$ cat src/rtl/i2cs_pkg.sv
package i2cs_pkg;
  localparam int BYTE_W = 8;
  localparam int ADDR_W = BYTE_W - 1;
  localparam int SH_W   = BYTE_W + 1;

  typedef enum logic [3:0] {
    ST_IDLE,
    ST_ADDR,
    ST_AMATCH,
    ST_ACK,
    ST_HOLD,
    ST_RX,
    ST_RXEND,
    ST_TX,
    ST_RACK,
    ST_TXNEXT,
    ST_WAITC
  } i2cs_state_t;
endpackage

$ cat src/rtl/i2cs_sync.sv
module i2cs_sync #(
  parameter int              WIDTH   = 2,
  parameter int              STAGES  = 2,
  parameter logic [WIDTH-1:0] RST_VAL = '1
) (
  input  logic             clk,
  input  logic             rst,
  input  logic [WIDTH-1:0] d,
  output logic [WIDTH-1:0] q
);
  logic [WIDTH-1:0] stg [STAGES];

  always_ff @(posedge clk) begin
    if (rst) begin
      for (int s = 0; s < STAGES; s++) stg[s] <= RST_VAL;
    end else begin
      stg[0] <= d;
      for (int s = 1; s < STAGES; s++) stg[s] <= stg[s-1];
    end
  end

  assign q = stg[STAGES-1];
endmodule

$ cat src/rtl/i2cs_cond.sv
module i2cs_cond (
  input  logic clk,
  input  logic rst,
  input  logic scl_s,
  input  logic sda_s,
  output logic scl_rise,
  output logic scl_fall,
  output logic start_c,
  output logic stop_c
);
  logic scl_d, sda_d;

  always_ff @(posedge clk) begin
    if (rst) begin
      scl_d <= 1'b1;
      sda_d <= 1'b1;
    end else begin
      scl_d <= scl_s;
      sda_d <= sda_s;
    end
  end

  // SDA transitions count as conditions only while SCL stays high
  assign scl_rise = scl_s & ~scl_d;
  assign scl_fall = ~scl_s & scl_d;
  assign start_c  = scl_s & scl_d & sda_d & ~sda_s;
  assign stop_c   = scl_s & scl_d & ~sda_d & sda_s;
endmodule

$ cat src/rtl/i2cs_ctrl.sv
module i2cs_ctrl
  import i2cs_pkg::*;
#(
  parameter logic [ADDR_W-1:0] DEV_ADDR  = 7'h50,
  parameter logic [ADDR_W-1:0] ADDR_MASK = 7'h7F
) (
  input  logic              clk,
  input  logic              rst,
  input  logic              sda_s,
  input  logic              scl_rise,
  input  logic              scl_fall,
  input  logic              start_c,
  input  logic              stop_c,
  input  logic              wait_req,
  output logic              sda_oe,
  output logic              scl_oe,
  output logic [BYTE_W-1:0] data_q,
  output logic              rx_stb
);
  localparam logic [SH_W-1:0] SEED = SH_W'(1);
  localparam logic [SH_W-1:0] SENT = {1'b1, {BYTE_W{1'b0}}};

  i2cs_state_t     st;
  logic [SH_W-1:0] rsh, tsh;
  logic            dir_rd;
  logic [SH_W-1:0] rsh_nxt, tsh_nxt;
  logic            hit;

  assign rsh_nxt = {rsh[SH_W-2:0], sda_s};
  assign tsh_nxt = {tsh[SH_W-2:0], 1'b0};
  assign hit     = ((rsh[BYTE_W-1:1] & ADDR_MASK) == (DEV_ADDR & ADDR_MASK));

  always_ff @(posedge clk) begin
    rx_stb <= 1'b0;
    if (rst) begin
      st     <= ST_IDLE;
      rsh    <= '0;
      tsh    <= '0;
      dir_rd <= 1'b0;
      data_q <= '0;
      sda_oe <= 1'b0;
      scl_oe <= 1'b0;
    end else if (stop_c) begin
      st     <= ST_IDLE;
      sda_oe <= 1'b0;
      scl_oe <= 1'b0;
    end else if (start_c) begin
      st     <= ST_ADDR;
      rsh    <= SEED;
      sda_oe <= 1'b0;
      scl_oe <= 1'b0;
    end else begin
      unique case (st)
        ST_ADDR: if (scl_rise) begin
          rsh <= rsh_nxt;
          if (rsh_nxt[SH_W-1]) st <= ST_AMATCH;
        end
        ST_AMATCH: if (scl_fall) begin
          if (hit) begin
            sda_oe <= 1'b1;
            dir_rd <= rsh[0];
            st     <= ST_ACK;
          end else begin
            st <= ST_IDLE;
          end
        end
        ST_ACK: if (scl_fall) begin
          if (dir_rd) begin
            tsh    <= {data_q, 1'b1};
            sda_oe <= ~data_q[BYTE_W-1];
            st     <= ST_TX;
          end else begin
            sda_oe <= 1'b0;
            rsh    <= SEED;
            if (wait_req) begin
              scl_oe <= 1'b1;
              st     <= ST_HOLD;
            end else begin
              st <= ST_RX;
            end
          end
        end
        ST_HOLD: if (!wait_req) begin
          scl_oe <= 1'b0;
          st     <= ST_RX;
        end
        ST_RX: if (scl_rise) begin
          rsh <= rsh_nxt;
          if (rsh_nxt[SH_W-1]) begin
            data_q <= rsh_nxt[BYTE_W-1:0];
            rx_stb <= 1'b1;
            st     <= ST_RXEND;
          end
        end
        ST_RXEND: if (scl_fall) begin
          sda_oe <= 1'b1;
          st     <= ST_ACK;
        end
        ST_TX: if (scl_fall) begin
          if (tsh_nxt == SENT) begin
            sda_oe <= 1'b0;
            st     <= ST_RACK;
          end else begin
            tsh    <= tsh_nxt;
            sda_oe <= ~tsh_nxt[SH_W-1];
          end
        end
        ST_RACK: if (scl_rise) st <= sda_s ? ST_WAITC : ST_TXNEXT;
        ST_TXNEXT: if (scl_fall) begin
          tsh    <= {data_q, 1'b1};
          sda_oe <= ~data_q[BYTE_W-1];
          st     <= ST_TX;
        end
        ST_WAITC: if (scl_fall) st <= ST_IDLE;
        default: ;
      endcase
    end
  end
endmodule

$ cat src/rtl/i2cs_engine.sv
module i2cs_engine
  import i2cs_pkg::*;
#(
  parameter logic [ADDR_W-1:0] DEV_ADDR    = 7'h50,
  parameter logic [ADDR_W-1:0] ADDR_MASK   = 7'h7F,
  parameter int                SYNC_STAGES = 2
) (
  input  logic              clk,
  input  logic              rst,
  input  logic              scl_i,
  input  logic              sda_i,
  input  logic              wait_req,
  output logic              scl_oe,
  output logic              sda_oe,
  output logic [BYTE_W-1:0] data_q,
  output logic              rx_stb
);
  logic scl_s, sda_s;
  logic scl_rise, scl_fall, start_c, stop_c;

  i2cs_sync #(.WIDTH(2), .STAGES(SYNC_STAGES), .RST_VAL(2'b11)) u_sync (
    .clk (clk),
    .rst (rst),
    .d   ({scl_i, sda_i}),
    .q   ({scl_s, sda_s})
  );

  i2cs_cond u_cond (
    .clk      (clk),
    .rst      (rst),
    .scl_s    (scl_s),
    .sda_s    (sda_s),
    .scl_rise (scl_rise),
    .scl_fall (scl_fall),
    .start_c  (start_c),
    .stop_c   (stop_c)
  );

  i2cs_ctrl #(.DEV_ADDR(DEV_ADDR), .ADDR_MASK(ADDR_MASK)) u_ctrl (
    .clk      (clk),
    .rst      (rst),
    .sda_s    (sda_s),
    .scl_rise (scl_rise),
    .scl_fall (scl_fall),
    .start_c  (start_c),
    .stop_c   (stop_c),
    .wait_req (wait_req),
    .sda_oe   (sda_oe),
    .scl_oe   (scl_oe),
    .data_q   (data_q),
    .rx_stb   (rx_stb)
  );
endmodule

$ cat config.mk
export PLATFORM = sky130hd
export DESIGN_NAME = i2cs_engine
export DESIGN_NICKNAME = d
export VERILOG_FILES = /design/src/rtl/i2cs_pkg.sv /design/src/rtl/i2cs_sync.sv /design/src/rtl/i2cs_cond.sv /design/src/rtl/i2cs_ctrl.sv /design/src/rtl/i2cs_engine.sv
export SDC_FILE = /design/constraint.sdc
export NUM_CORES = 1
export LEC_CHECK = 0
export ABC_AREA = 1
export BUFFER_PORTS_ARGS = -buffer_cell sky130_fd_sc_hd__buf_2
export CAP_MARGIN = 30
export CORE_MARGIN = 1.5
export CORE_UTILIZATION = 30
export DETAILED_ROUTE_END_ITERATION = 7
export HOLD_SLACK_MARGIN = 0.02
export SLEW_MARGIN = 20
export SYNTH_ARGS = -nofsm -noshare
export SYNTH_HDL_FRONTEND = slang
export SYNTH_HIERARCHICAL = 1
export SYNTH_SLANG_ARGS = --single-unit
$ cat constraint.sdc
create_clock -name clk -period 5.1 [get_ports clk]
set_input_delay 1.53 -clock clk [delete_from_list [all_inputs] [get_ports clk]]
set_output_delay 1.53 -clock clk [all_outputs]
set_load 0.01 [all_outputs]
==> impl_metrics.csv <==
group,metric,value,unit
global_routing,grt_max_degree,26,
logic_synthesis,synth_top_cells_by_count,"nor2_1, nand2_1, inv_1",
setup_path,cp_slowest_stage_delay,0.37,ns
sta,hold_violations,0,
run,maxCapViolations,0,
floorplan,coreArea,0.00639,sq mm
logic_synthesis,ys.flop_type,"dfxtp_1",
setup_path,crit_family,"flip-flops",
finish,drive_above_1_share,11.4,%
global_routing,gr-total-overflow,0,
cts,postCtsHoldBufs,0,
logic_synthesis,syn_nets,323,
routing,wl,4670,um
logic_synthesis,yosys_warnings,6,
routing,drc,0,
routing,via_per_inst,4.68,
routing,drt-initial-drc-count,114,
setup_path,crit_path_start_kind,"flip-flop",
logic_synthesis,yosysTopAreaCell,"dfxtp_1",
global_routing,grt_pass1_vias,1750,
floorplan,start_util,31.2,%
logic_synthesis,ys_types,24,
global_routing,grt_pass1_wl,8000,um
logic_synthesis,yosysMostFrequentCell,"nor2_1",
place,numPortBuffers,15,
cts,cts_num_sinks,38,
sta,clock_skew,0.00682,ns
logic_synthesis,synth_top_area_share,38.2,%
sta,period_share,45.8,%
floorplan,die_w,84.5,um
sta,finalSetupViolCount,0,
logic_synthesis,netlist_instances,318,
sta,maxSlewHeadroom,60.9,%
cts,ctsResizeCount,0,
logic_synthesis,syn-mean-instance-area,6.26,sq um
place,globalplace.congestion,0.942,
routing,ant_nets,0,
cts,cts_made_buffers,5,
setup_path,critical_path.max_fanout,3,
cts,tritoncts,"done",
power,peakVddDrop,0.146,mV
floorplan,die_area,0.00713,sq mm
sta,worstMarginPinSlew,0.586,ns
floorplan,num_io_pins,16,
setup_path,path_cells,"buf_2",
logic_synthesis,synth_area,0.00199,sq mm
setup_path,critPathArrivalTime,0.81,ns
setup_path,worst-path-buf-inv,1,
cts,clk_pin_slew,0.08,ns
setup_path,cp-startpoint,"u_ctrl/data_q[1]",
global_routing,antenna_found_initial,0,
power,powerDensity,486,mW/mm^2
setup_path,path_class,"reg -> out",
sta,rsz0062_at_grt,"false",
place,post-dp-hpwl,3480,um
routing,num_vias,1920,
setup_path,endpoint_kind,"output pin",
status,status,"finished clean",
cts,post-cts-setup-buffers,0,
floorplan,die-height,84.5,um
setup_path,worstPathRequired,3.57,ns
logic_synthesis,ys_seq_elements,38,
cts,cts_buffer_depth,2,
logic_synthesis,async_reset_ff_share,0,%
logic_synthesis,seq_area_frac_synth,38.2,%
logic_synthesis,synth-edff-count,0,
logic_synthesis,synth_area_leaders,"dfxtp_1, nor2_1, nand2_1",
hold_path,hold_path.class,"reg -> reg",
setup_path,r2r_start,"u_sync/stg[0][2]",
routing,dr.pass1.iters,4,
finish,syn_to_final_growth,10.9,%
finish,final_nets,337,
power,leakagePower,1.10,nW
finish,post-route-util,34.6,%
sta,finalMaxSlewViolations,0,
cts,clkLatencyLatePin,0.29,ns
sta,fin_tns_setup,0,ns
finish,fill_cells,708,
sta,max_freq,428,MHz
sta,hold_ws,0.408,ns
finish,diodes,0,
sta,period_needed,2.34,ns
floorplan,row_count,29,
cts,htree_num_levels,2,
routing,wl_per_cell,11.4,um
global_routing,grtUsageTotal,13.6,%
cts,clockRootBuffer,"clkbuf_8",
hold_path,min-delay-start,"u_sync/stg[0][0]",
setup_path,slowest_stage,"dfxtp_1",
sequential cells by signal, summed over array words and instances, names as in the netlist:
register and flops:
u_ctrl/dir_rd 1, u_cond/sda_d 1, u_ctrl/data_q 8, u_ctrl/scl_oe 1, u_ctrl/tsh 8, u_ctrl/rsh 8, u_ctrl/sda_oe 1, u_sync/stg 4
u_ctrl/rx_stb 1, u_ctrl/st 4, u_cond/scl_d 1
cells in the final DEF, fill, tap and decap left out:
cell / n
nor2b_2: 1
nand3b_1: 1
dfxtp_1: 38
nand3_1: 15
clkinv_2: 1
nand4_1: 3
nor2_2: 1
nor2_1: 78
a21oi_1: 16
nand3_2: 1
clkbuf_8: 6
o21bai_1: 1
nand2_1: 60
nand4_2: 1
nor3_1: 4
inv_1: 40
o21ai_0: 38
buf_2: 15
clkinvlp_4: 1
nor3_4: 1
or2_2: 1
inv_2: 4
nand2_2: 5
o22ai_1: 1
cells by family after synthesis:
group | Yosys count | share of synthesized area [%]
AO/OA/AOI/OAI | 56 | 14.3
AND/OR/NAND/NOR | 172 | 36.7
buffers and inverters | 52 | 10.8
flip-flops | 38 | 38.2
path summary, 6_finish.rpt:
path / end / slack [ns] / cells after the start
worst max-delay path: data_q[1] / 2.76 / 1
worst min-delay path: u_sync/stg[0][2] / 0.41 / 2
worst max register to register: u_ctrl/rsh[3] / 3.18 / 11
worst min register to register: u_sync/stg[0][2] / 0.41 / 2
cell type report:
| type | count | area [sq um] | share of cell area, % |
|---|---|---|---|
| Sequential cell | 38 | 761 | 34.5 |
| Tap cell | 77 | 96.3 | 4.37 |
| Clock inverter | 2 | 12.5 | 0.567 |
| Inverter | 44 | 165 | 7.48 |
| Clock buffer | 6 | 82.6 | 3.74 |
| Multi-Input combinational cell | 228 | 1010 | 46.0 |
| Timing Repair Buffer | 15 | 75.1 | 3.40 |
layer usage:
metal / up-vias / track usage [%] / part of all wire (%)
met1: 863 / 18.7 / 51
met2: 30 / 21.3 / 45
met4: 0 / 4.11 / 0.79
met5: - / 0 / 0
li1: 1025 / - / -
met3: 2 / 3.15 / 3.2
report_power, final:
| group | switching (mW) | internal (mW) | leakage, nW |
|---|---|---|---|
| Combinational | 0.303 | 0.154 | 0.745 |
| Clock | 0.110 | 0.109 | 0.0472 |
| Sequential | 0.0490 | 0.348 | 0.310 |
metrics by stage:
stage,power (mW),cells,cell area [sq um],setup slack (ns)
final,1.07,410,2210,2.76
after global routing,1.16,410,2210,2.72
after CTS,1.07,410,2210,2.75
after detailed placement,0.852,402,2110,2.59
after global placement,0.856,402,2110,2.60
after floorplan,0.755,318,1990,2.93
Note: power is estimated with default switching activity, not from simulation.
